### config.mk
export PLATFORM = sky130hd
export DESIGN_NAME = los_sig_monitor
export DESIGN_NICKNAME = d
export VERILOG_FILES = /design/src/rtl/los_pkg.sv /design/src/rtl/los_ones_window.sv /design/src/rtl/los_run_counter.sv /design/src/rtl/los_ds3_qual.sv /design/src/rtl/los_e3_qual.sv /design/src/rtl/los_sig_monitor.sv
export SDC_FILE = /design/constraint.sdc
export NUM_CORES = 1
export LEC_CHECK = 0
export CAP_MARGIN = 20
export CORE_ASPECT_RATIO = 1.75
export CORE_MARGIN = 10
export CORE_UTILIZATION = 50
export CTS_CLUSTER_SIZE = 16
export DETAILED_ROUTE_END_ITERATION = 8
export PLACE_DENSITY = 0.66
export RECOVER_POWER = 50
export SYNTH_ARGS = -nofsm -noshare
export SYNTH_HDL_FRONTEND = slang
export SYNTH_SLANG_ARGS = --single-unit
### constraint.sdc
create_clock -name clk -period 3.05 [get_ports clk]
set_clock_uncertainty 0.05 [all_clocks]
set_input_delay 0.61 -clock clk [delete_from_list [all_inputs] [get_ports clk]]
set_output_delay 0.61 -clock clk [all_outputs]
set_load 0.02 [all_outputs]
### src/rtl/los_pkg.sv
// Shared types for the loss-of-signal detector.
package los_pkg;
    // Detection mode as carried on the mode select input.
    typedef enum logic {
        MODE_ZERO_DENSITY = 1'b0,
        MODE_LEVEL_QUAL   = 1'b1
    } los_mode_e;

    // Verdict a qualifier hands to the alarm register each bit.
    typedef struct packed {
        logic set_hit;
        logic clr_ok;
    } los_verdict_t;
endpackage

### src/rtl/los_ones_window.sv
// Sliding ones count over the last WIN_LEN bits.
// Assumes one bit per clock; flush empties the window (all zeros).
// ones_nx is the count including the bit presented this cycle.
module los_ones_window #(
    parameter int WIN_LEN = 175,
    localparam int OW = $clog2(WIN_LEN + 1)
) (
    input  logic          clk,
    input  logic          rst_n,
    input  logic          flush,
    input  logic          din,
    output logic [OW-1:0] ones_nx
);
    logic [WIN_LEN-1:0] taps;
    logic [OW-1:0]      ones_q;

    // Count after the new bit enters and the oldest leaves.
    assign ones_nx = ones_q + OW'(din) - OW'(taps[WIN_LEN-1]);

    // Bit history: the variant depends on the window length.
    if (WIN_LEN == 1) begin : g_single
        always_ff @(posedge clk) begin
            if (!rst_n || flush) taps <= '0;
            else                 taps <= din;
        end
    end else begin : g_shift
        always_ff @(posedge clk) begin
            if (!rst_n || flush) taps <= '0;
            else                 taps <= {taps[WIN_LEN-2:0], din};
        end
    end

    // Running ones count tracks the history register.
    always_ff @(posedge clk) begin
        if (!rst_n || flush) ones_q <= '0;
        else                 ones_q <= ones_nx;
    end
endmodule

### src/rtl/los_run_counter.sv
// Saturating count of consecutive cycles with flag high.
// hit is high in the cycle whose flag completes LIMIT consecutive highs
// (and stays high while the run continues).
module los_run_counter #(
    parameter int LIMIT = 128,
    localparam int CW = $clog2(LIMIT + 1)
) (
    input  logic clk,
    input  logic rst_n,
    input  logic flush,
    input  logic flag,
    output logic hit
);
    localparam logic [CW-1:0] LIM = CW'(LIMIT);
    logic [CW-1:0] cnt_q, cnt_nx;

    // Next count: restart on a low flag, hold at the limit.
    always_comb begin
        if (!flag)            cnt_nx = '0;
        else if (cnt_q == LIM) cnt_nx = LIM;
        else                  cnt_nx = cnt_q + 1'b1;
    end

    assign hit = (cnt_nx == LIM);

    // Run count register.
    always_ff @(posedge clk) begin
        if (!rst_n || flush) cnt_q <= '0;
        else                 cnt_q <= cnt_nx;
    end
endmodule

### src/rtl/los_ds3_qual.sv
// Zero-density qualifier: sets on a long zero run, allows clearing when
// the window has enough ones, no long zero run ended inside it, and at
// least one full window has been seen since the last flush.
// Assumes flush is held while the other mode is active.
module los_ds3_qual
    import los_pkg::*;
#(
    parameter int WIN_LEN   = 175,
    parameter int SET_ZEROS = 175,
    parameter int MIN_ONES  = 58,
    parameter int MAX_ZRUN  = 100,
    localparam int ZCAP = (SET_ZEROS > MAX_ZRUN) ? SET_ZEROS : MAX_ZRUN,
    localparam int ZW   = $clog2(ZCAP + 1),
    localparam int QW   = $clog2(WIN_LEN + 1),
    localparam int OW   = $clog2(WIN_LEN + 1)
) (
    input  logic         clk,
    input  logic         rst_n,
    input  logic         flush,
    input  logic         din,
    output los_verdict_t verdict
);
    localparam logic [ZW-1:0] ZCAP_L  = ZW'(ZCAP);
    localparam logic [ZW-1:0] SET_L   = ZW'(SET_ZEROS);
    localparam logic [ZW-1:0] LONG_L  = ZW'(MAX_ZRUN);
    localparam logic [QW-1:0] WIN_L   = QW'(WIN_LEN);
    localparam logic [OW-1:0] MINO_L  = OW'(MIN_ONES);

    logic [ZW-1:0] zrun_q, zrun_nx;
    logic [QW-1:0] quiet_q, quiet_nx;
    logic [OW-1:0] ones_nx;
    logic          long_end;

    los_ones_window #(.WIN_LEN(WIN_LEN)) u_win (
        .clk     (clk),
        .rst_n   (rst_n),
        .flush   (flush),
        .din     (din),
        .ones_nx (ones_nx)
    );

    // Zero run including this bit, saturating at ZCAP.
    always_comb begin
        if (din)                 zrun_nx = '0;
        else if (zrun_q == ZCAP_L) zrun_nx = ZCAP_L;
        else                     zrun_nx = zrun_q + 1'b1;
    end

    assign long_end = !din && (zrun_nx >= LONG_L);

    // Bits since the last bit that ended a long zero run, saturating.
    always_comb begin
        if (long_end)           quiet_nx = '0;
        else if (quiet_q == WIN_L) quiet_nx = WIN_L;
        else                    quiet_nx = quiet_q + 1'b1;
    end

    // Verdict for the alarm register.
    always_comb begin
        verdict.set_hit = !flush && (zrun_nx >= SET_L);
        verdict.clr_ok  = !flush && (ones_nx >= MINO_L) && (quiet_nx >= WIN_L);
    end

    // Run and quiet counters.
    always_ff @(posedge clk) begin
        if (!rst_n || flush) begin
            zrun_q  <= '0;
            quiet_q <= '0;
        end else begin
            zrun_q  <= zrun_nx;
            quiet_q <= quiet_nx;
        end
    end
endmodule

### src/rtl/los_e3_qual.sv
// Level qualifier: sets after E3_SET consecutive below-threshold bits,
// allows clearing after E3_CLR consecutive above-threshold bits.
// Assumes flush is held while the other mode is active.
module los_e3_qual
    import los_pkg::*;
#(
    parameter int E3_SET = 128,
    parameter int E3_CLR = 32
) (
    input  logic         clk,
    input  logic         rst_n,
    input  logic         flush,
    input  logic         lvl_below,
    input  logic         lvl_above,
    output los_verdict_t verdict
);
    logic below_hit, above_hit;

    los_run_counter #(.LIMIT(E3_SET)) u_below (
        .clk   (clk),
        .rst_n (rst_n),
        .flush (flush),
        .flag  (lvl_below),
        .hit   (below_hit)
    );

    los_run_counter #(.LIMIT(E3_CLR)) u_above (
        .clk   (clk),
        .rst_n (rst_n),
        .flush (flush),
        .flag  (lvl_above),
        .hit   (above_hit)
    );

    // Gate both verdicts off while flushed.
    always_comb begin
        verdict.set_hit = !flush && below_hit;
        verdict.clr_ok  = !flush && above_hit;
    end
endmodule

### src/rtl/los_sig_monitor.sv
// Loss-of-signal detector top. Holds the alarm register and the mode
// history; picks the active qualifier and drives squelch and clock select.
// Assumes one recovered bit and one comparator sample per clock.
module los_sig_monitor
    import los_pkg::*;
#(
    parameter int WIN_LEN   = 175,
    parameter int SET_ZEROS = 175,
    parameter int MIN_ONES  = 58,
    parameter int MAX_ZRUN  = 100,
    parameter int E3_SET    = 128,
    parameter int E3_CLR    = 32
) (
    input  logic clk,
    input  logic rst_n,
    input  logic rx_data,
    input  logic lvl_below,
    input  logic lvl_above,
    input  logic mode_e3,
    output logic los_alarm,
    output logic squelch,
    output logic clk_sel_ref
);
    los_mode_e    mode_now, mode_q;
    logic         mode_chg;
    logic         zd_flush, lq_flush;
    los_verdict_t zd_v, lq_v;
    logic         alarm_q;
    logic         set_any, clr_any;

    assign mode_now = los_mode_e'(mode_e3);
    assign mode_chg = (mode_now != mode_q);
    assign zd_flush = mode_chg || (mode_now != MODE_ZERO_DENSITY);
    assign lq_flush = mode_chg || (mode_now != MODE_LEVEL_QUAL);

    // Mode seen at the previous edge, for change detection.
    always_ff @(posedge clk) begin
        mode_q <= mode_now;
    end

    los_ds3_qual #(
        .WIN_LEN   (WIN_LEN),
        .SET_ZEROS (SET_ZEROS),
        .MIN_ONES  (MIN_ONES),
        .MAX_ZRUN  (MAX_ZRUN)
    ) u_zd (
        .clk     (clk),
        .rst_n   (rst_n),
        .flush   (zd_flush),
        .din     (rx_data),
        .verdict (zd_v)
    );

    los_e3_qual #(
        .E3_SET (E3_SET),
        .E3_CLR (E3_CLR)
    ) u_lq (
        .clk       (clk),
        .rst_n     (rst_n),
        .flush     (lq_flush),
        .lvl_below (lvl_below),
        .lvl_above (lvl_above),
        .verdict   (lq_v)
    );

    // Only the unflushed qualifier can report; the other reads zero.
    assign set_any = zd_v.set_hit | lq_v.set_hit;
    assign clr_any = zd_v.clr_ok  | lq_v.clr_ok;

    // Alarm register: set wins over clear, mode-change edges hold.
    always_ff @(posedge clk) begin
        if (!rst_n)             alarm_q <= 1'b1;
        else if (!mode_chg) begin
            if (set_any)        alarm_q <= 1'b1;
            else if (clr_any)   alarm_q <= 1'b0;
        end
    end

    // Output drive: squelch also follows the below flag in zero-density mode.
    always_comb begin
        los_alarm   = alarm_q;
        clk_sel_ref = alarm_q;
        squelch     = alarm_q || ((mode_now == MODE_ZERO_DENSITY) && lvl_below);
    end
endmodule

After elaboration in Yosys (flattened, before gate mapping)

Index checks and enable logic that the tools add are counted.

Flip-flop bits (word level): 215
Input port bits: 6
Output and inout port bits: 3
Word-level logic and storage cells: 57

$add $sub $neg: 6
Order comparisons: 4
Equality and inequality tests: 7
Muxes and demuxes: 10
Bitwise operators: 4
Reduce and logical (&&, ||, !) cells: 18

Operator list:

| cell                                                               | count |
|---|---|
| two-way mux 8 bit                                                  | 6 |
| equality test 8 bit (second input constant)                        | 4 |
| adder 8 x 1 -> 8 bit (second input constant)                       | 3 |
| greater-or-equal comparator 8 bit (second input constant)          | 2 |
| equality test 6 bit (second input constant)                        | 2 |
| two-way mux 6 bit                                                  | 2 |
| adder 8 x 1 -> 8 bit                                               | 1 |
| greater-or-equal comparator 8 x 6 -> 1 bit (second input constant) | 1 |
| greater-or-equal comparator 8 x 7 -> 1 bit (second input constant) | 1 |
| subtractor 8 x 1 -> 8 bit                                          | 1 |
| logical AND 1 bit                                                  | 7 |
| adder 6 x 1 -> 6 bit (second input constant)                       | 1 |
| logical OR 1 bit                                                   | 5 |
| zero test 1 bit                                                    | 4 |
| two-way mux 1 bit                                                  | 2 |
| NOT 1 bit                                                          | 2 |
| bitwise OR 1 bit                                                   | 2 |
| AND reduction 2 bit                                                | 1 |
| nonzero test 2 bit                                                 | 1 |
| inequality test 1 bit                                              | 1 |

Longest topological paths before layout

Gate-level depths: netlist of the first run.

Depth after elaboration: 11
Mapped depth: 11
Gate-level depth less buffers: 11

Cells and area by module

A second synthesis of the first run with hierarchy kept.

Cell total of the unflattened synthesis: 672
Area total of the unflattened synthesis: 7241.9 sq um

Modules (own cells, without submodules):

| module                         | times used | cells each | area an instance (sq um) | sequential area each (sq um) |
|---|---|---|---|---|
| los_ones_window                | 1          | 442        | 5290.1                   | 3663.5 |
| los_ds3_qual                   | 1          | 125        | 1044.8                   | 320.3 |
| los_run_counter (u_lq.u_below) | 1          | 53         | 457.9                    | 160.2 |
| los_run_counter (u_lq.u_above) | 1          | 36         | 315.3                    | 120.1 |
| los_sig_monitor                | 1          | 14         | 121.4                    | 40.0 |
| los_e3_qual                    | 1          | 2          | 12.5                     | 0.0 |

Worst setup path after synthesis of the first run

Ideal clock, no wire load.

Path type: in2reg
Start point: input port rx_data
End point: register alarm_q (netlist: clk_sel_ref)
Setup time: 0.133 ns
Data arrival time: 2.239 ns
Data required time: 2.867 ns
Setup slack: 0.628 ns
Stages: 8
Path buffers: 0
Path through: ha_1 fa_1 a211oi_2 nor2_1 xnor2_1 a2111oi_1 o311a_1 o221ai_2

Longest elaborated chain between the ends: 9
Elaborated cells on any way between the ends: 18
Classes of those cells: add/sub (2); order compare (4); mux (3); bitwise (2); reduce/logical (7)

Ends and longest elaborated chain:

| what                                                                         | RTL line              | RTL |
|---|---|---|
| start: declaration                                                           | los_sig_monitor.sv:16 | `input logic rx_data,` |
| parallel branches: the longest is 9 deep, another holds adder 8 x 1 -> 8 bit | -                     |  |
| end signal: assignment                                                       | los_sig_monitor.sv:72 | `if (!rst_n) alarm_q <= 1'b1;` |
| end signal: assignment                                                       | los_sig_monitor.sv:74 | `if (set_any) alarm_q <= 1'b1;` |
| end signal: assignment                                                       | los_sig_monitor.sv:75 | `else if (clr_any) alarm_q <= 1'b0;` |
| end: declaration                                                             | los_sig_monitor.sv:28 | `logic alarm_q;` |

Several ways; the timed one is not identified.
A chain may end at the register's enable or synchronous reset.

Worst setup path in the final report of the first run

Start point: input port mode_e3
End point: output port squelch

Longest elaborated chain between the ends: 3

Ends and longest elaborated chain:

| what               | RTL line              | RTL |
|---|---|---|
| start: declaration | los_sig_monitor.sv:19 | `input logic mode_e3,` |
| NOT 1 bit          | los_sig_monitor.sv:83 | `squelch = alarm_q \|\| ((mode_now == MODE_ZERO_DENSITY) && lvl_below);` |
| logical AND 1 bit  | los_sig_monitor.sv:83 |  |
| logical OR 1 bit   | los_sig_monitor.sv:83 |  |
| end: declaration   | los_sig_monitor.sv:21 | `output logic squelch,` |

No other way between the ends.

==> report_table.html, run 1 <==
<table>
<tr><th>Metric</th><th>Value</th></tr>
<tr><th colspan="2">Status</th></tr>
<tr><td>Result of the run</td><td>finished, final reports clean</td></tr>
<tr><th colspan="2">Critical path</th></tr>
<tr><td>Register-to-Register Path Depth</td><td>11</td></tr>
<tr><td>Critical Path Source</td><td>mode_e3</td></tr>
<tr><td>Crit path kind</td><td>in -&gt; out</td></tr>
<tr><td>Crit end category</td><td>output port</td></tr>
<tr><td>CP Launch Type</td><td>input port</td></tr>
<tr><td>Crit Path Max Fanout</td><td>3</td></tr>
<tr><td>Data required, critical path</td><td>~2.4 ns</td></tr>
<tr><td>Worst reg2reg path endpoint</td><td>clk_sel_ref</td></tr>
<tr><td>R2R Setup Slk</td><td>0.43 ns</td></tr>
<tr><td>Signal arrival time at the worst endpoint</td><td>1.99 ns</td></tr>
<tr><td>Launching point of the worst reg2reg path</td><td>u_zd.u_win.ones_q[0]</td></tr>
<tr><th colspan="2">Floorplan</th></tr>
<tr><td>Top-level port count</td><td>9</td></tr>
<tr><td>Height of the die</td><td>176 um</td></tr>
<tr><td>Die Width</td><td>109 um</td></tr>
<tr><td>Total Die Area</td><td>around 19000 um2</td></tr>
<tr><td>Site Rows</td><td>57</td></tr>
<tr><td>Starting utilization of the core area</td><td>50.6%</td></tr>
<tr><td>Placeable core region</td><td>13800 um2</td></tr>
<tr><th colspan="2">STA</th></tr>
<tr><td>Clock period minus final worst setup slack</td><td>approximately 2.7 ns</td></tr>
<tr><td>Final Setup Violations</td><td>0</td></tr>
<tr><td>Achievable frequency</td><td>about 380 MHz</td></tr>
<tr><td>Fraction of the cycle the final worst path needs</td><td>a little under 90%</td></tr>
<tr><td>Count of final hold-check violations</td><td>0</td></tr>
<tr><td>Worst slew pin tran</td><td>about 0.74 ns</td></tr>
<tr><td>RSZ-0062 raised after global routing</td><td>false</td></tr>
<tr><td>Post-route worst setup slack</td><td>about 0.4 ns</td></tr>
<tr><td>Max Transition Viols Final</td><td>0</td></tr>
<tr><td>Worst slew margin relative to its limit</td><td>50.8%</td></tr>
<tr><th colspan="2">Final layout</th></tr>
<tr><td>Area growth from synthesis to layout</td><td>10.9%</td></tr>
<tr><td>Antenna diode count</td><td>0</td></tr>
<tr><td>Share of post-route cells with drive strength above 1</td><td>6.30%</td></tr>
<tr><td>Finished layout cell area</td><td>7720 um2</td></tr>
<tr><td>Filler Cells Inserted</td><td>between 1k and 1.5k</td></tr>
<tr><td>Number of nets in the layout</td><td>665</td></tr>
<tr><td>Share of the core filled with cells in the final layout</td><td>56.1%</td></tr>
<tr><td>Final standard cell count with taps included and fillers excluded</td><td>828</td></tr>
<tr><th colspan="2">Power</th></tr>
<tr><td>Internal power</td><td>4.11 mW</td></tr>
<tr><td>Total power of the final layout</td><td>5.15 mW</td></tr>
<tr><td>Register share of total power</td><td>54.7%</td></tr>
<tr><td>Net switching power</td><td>1.03 mW</td></tr>
<tr><td>Switching part of the total</td><td>between 20% and 30%</td></tr>
<tr><td>Power Density</td><td>667 nW/um2</td></tr>
<tr><td>Maximum vdd drop</td><td>394 uV</td></tr>
<tr><td>Part of the power in combinational logic</td><td>1.8%</td></tr>
<tr><td>Power share of the clock group</td><td>~44%</td></tr>
<tr><td>Total leakage power</td><td>between 3 and 4 nW</td></tr>
<tr><th colspan="2">Clock network</th></tr>
<tr><td>Setup Buffers After CTS</td><td>0</td></tr>
<tr><td>Clock tree root driver cell</td><td>clkbuf_16</td></tr>
<tr><td>Clk Latency, worst-skew pair</td><td>around 0.47 ns</td></tr>
<tr><td>Maximum count of clock buffers along a single path</td><td>3</td></tr>
<tr><td>TritonCTS Buffers</td><td>19</td></tr>
<tr><td>Clock-pin slew reported for the worst setup and hold paths after clock tree synthesis</td><td>0.06 ns</td></tr>
<tr><td>Level count of the clock H-tree</td><td>1</td></tr>
<tr><td>CTS Hold Bufs</td><td>0</td></tr>
<tr><td>Clock tree from TritonCTS</td><td>yes</td></tr>
<tr><td>CTS resizes</td><td>0</td></tr>
<tr><td>Clk sinks</td><td>215</td></tr>
<tr><th colspan="2">Worst hold path</th></tr>
<tr><td>Beginning of the worst hold path</td><td>rst_n</td></tr>
<tr><td>Destination of the worst hold path</td><td>clk_sel_ref</td></tr>
<tr><td>Hold WC Path Type</td><td>in -&gt; reg</td></tr>
<tr><td>Number of stages on the worst hold path</td><td>2</td></tr>
<tr><th colspan="2">Yosys</th></tr>
<tr><td>Share of synthesized area occupied by flip-flops and latches</td><td>61.8%</td></tr>
<tr><td>Cell variety after synth</td><td>46</td></tr>
<tr><td>Cell area after technology mapping</td><td>6960 um2</td></tr>
<tr><td>Commonest register cell after synthesis</td><td>dfxtp_1</td></tr>
<tr><td>Total nets after synthesis</td><td>675</td></tr>
<tr><td>YS warnings</td><td>0</td></tr>
<tr><td>Number of cells produced by synthesis</td><td>approximately 650</td></tr>
<tr><td>Flip-flop and latch count after synthesis</td><td>215</td></tr>
<tr><td>Average cell area after synthesis</td><td>10.7 um2</td></tr>
<tr><td>EDFF count, synth</td><td>0</td></tr>
<tr><td>Proportion of synthesized flip-flops having asynchronous set or reset</td><td>0%</td></tr>
<tr><th colspan="2">Place</th></tr>
<tr><td>Count of input and output buffers</td><td>8</td></tr>
<tr><td>Number of placed instances with taps included</td><td>798</td></tr>
<tr><td>Half-perimeter wire length after detailed placement</td><td>about 6.4 mm</td></tr>
<tr><td>Placed instance area</td><td>7160 um2</td></tr>
<tr><td>Routability congestion estimate</td><td>0.845</td></tr>
<tr><td>Minimum setup slack after placement</td><td>-0.0333 ns</td></tr>
<tr><th colspan="2">Drt</th></tr>
<tr><td>DRT iter0 DRCs</td><td>206</td></tr>
<tr><td>Wire per inst</td><td>approximately 13 um</td></tr>
<tr><td>Via count</td><td>4317</td></tr>
<tr><td>Via density</td><td>approximately 5.2</td></tr>
<tr><td>Post-route antenna net violation count</td><td>0</td></tr>
<tr><td>Total routed wirelength</td><td>roughly 11 mm</td></tr>
<tr><td>Number of remaining DRC errors</td><td>0</td></tr>
<tr><td>Iteration count of the initial detailed-routing pass</td><td>4</td></tr>
<tr><th colspan="2">Global routing</th></tr>
<tr><td>GRT Util Overall</td><td>11.8%</td></tr>
<tr><td>Global-route wire length before repair</td><td>19.4 mm</td></tr>
<tr><td>Total global routing overflow</td><td>0</td></tr>
<tr><td>Vias in the first global route</td><td>4130</td></tr>
<tr><td>Antenna violations before repair</td><td>0</td></tr>
<tr><td>Maximum number of pins on one net before global-route repair</td><td>172</td></tr>
<tr><th colspan="2">Job</th></tr>
<tr><td>Maximum Capacitance Violations</td><td>0</td></tr>
</table>
-- worst max-delay path by stage --
stage / cells past startpoint / end / slack (ns)
final: 4 / squelch / 0.40
after global routing: 6 / u_zd.zrun_q[4] / 0.20
after detailed placement: 9 / clk_sel_ref / -0.03
after CTS: 11 / clk_sel_ref / 0.42
after global placement: 9 / clk_sel_ref / 0.04
after floorplan: 8 / clk_sel_ref / 0.63
-- metal layers --
layer,GRT usage [%],wire [um]
met5,0,0
met4,4.68,267
met3,2.23,375
met2,18.9,5300
met1,15.2,5050
-- cells in the final DEF, fill, tap and decap left out, drive strengths merged, types with 4 or more instances in the layout --
cell type and count:
dfxtp 215, and3 179, nor2 40, clkbuf 24
inv 23, nand2 20, ha 16, a21oi 14
xnor2 14, xor2 14, nand3 11, o21ai 6
clkdlybuf4s50 6, nor2b 5, or2 5, buf 5
nor3b 4, and2 4, clkinv 4
-- layout make-up --
type	instances	area, um2	share of cell area [%]
timing repair buffer	12	124	1.60
clock inverter	6	62.6	0.811
tap	177	221	2.87
inverter	22	82.6	1.07
sequential	215	4300	55.8
multi-input combinational	372	2410	31.2
clock buffer	24	514	6.66
-- worst max-delay path: stages --
cell and delay [ns]:
dlygate4sd3_1 0.58, inv_1 0.09, a21o_1 0.11, clkdlybuf4s50_1 0.60
-- cell usage after synthesis, types with 2 or more instances --
cell / instances / area share, %
ha_1: 16 / 2.9
dfxtp_1: 215 / 62
xnor2_1: 14 / 1.8
and3_1: 179 / 16
o41ai_1: 3 / 0.38
nor3b_1: 4 / 0.43
nand4_1: 2 / 0.18
inv_1: 22 / 1.2
nand3_1: 11 / 0.79
nand2b_1: 3 / 0.27
nor2b_1: 5 / 0.45
nand2_1: 20 / 1.1
o311a_1: 2 / 0.29
or2_2: 5 / 0.45
a211oi_1: 2 / 0.22
a21oi_1: 14 / 1.0
nor2_1: 40 / 2.2
and2_1: 4 / 0.36
xor2_1: 14 / 1.8
o31ai_1: 3 / 0.32
nor3_1: 3 / 0.22
clkbuf_1: 42 / 2.3
o21ai_0: 6 / 0.43
-- state kept, by name, indices dropped and copies added (netlist names) --
name                flops
u_zd.quiet_q            8
mode_q                  1
u_lq.u_above.cnt_q      6
u_lq.u_below.cnt_q      8
clk_sel_ref             1
u_zd.u_win.ones_q       8
u_zd.u_win.taps       175
u_zd.zrun_q             8
-- power groups by stage --
stage               clock network [mW]  logic (mW)  registers [mW]
floorplan                            0      0.0698            2.88
global placement                     0      0.0967            2.88
detailed placement                   0      0.0992            2.88
CTS                               2.31      0.0997            2.81
global route                      2.42       0.108            2.81
finish                            2.24      0.0931            2.81
-- kinds of logic (layout without fill, tap and decap cells) --
family                     Yosys count  in the layout  share of synthesized area (%)
buffers and inverters               65             64                           3.56
DFF                                215            215                           61.8
muxes                                1              1                          0.162
adders and majority gates           17             17                           3.16
and+or+nand+nor                    281            281                           23.1
xor gates and xnor gates            28             28                           3.52
AOI/OAI and AO/OA                   45             45                           4.71
-- stage by stage --
stage / setup TNS, ns / hold slack [ns]
after floorplan: 0 / 0.391
after detailed placement: -0.0333 / 0.402
after CTS: 0 / 0.335
final: 0 / 0.352
after global routing: 0 / 0.349
after global placement: 0 / 0.397
Power figures use the tool's default switching activity.
==> run 2, diff against run 1 <==
HOLD_SLACK_MARGIN = 0.06   (was default)
==> results of run 2 <==
No change in the layout: final DEF, timing and power equal those of run 1.
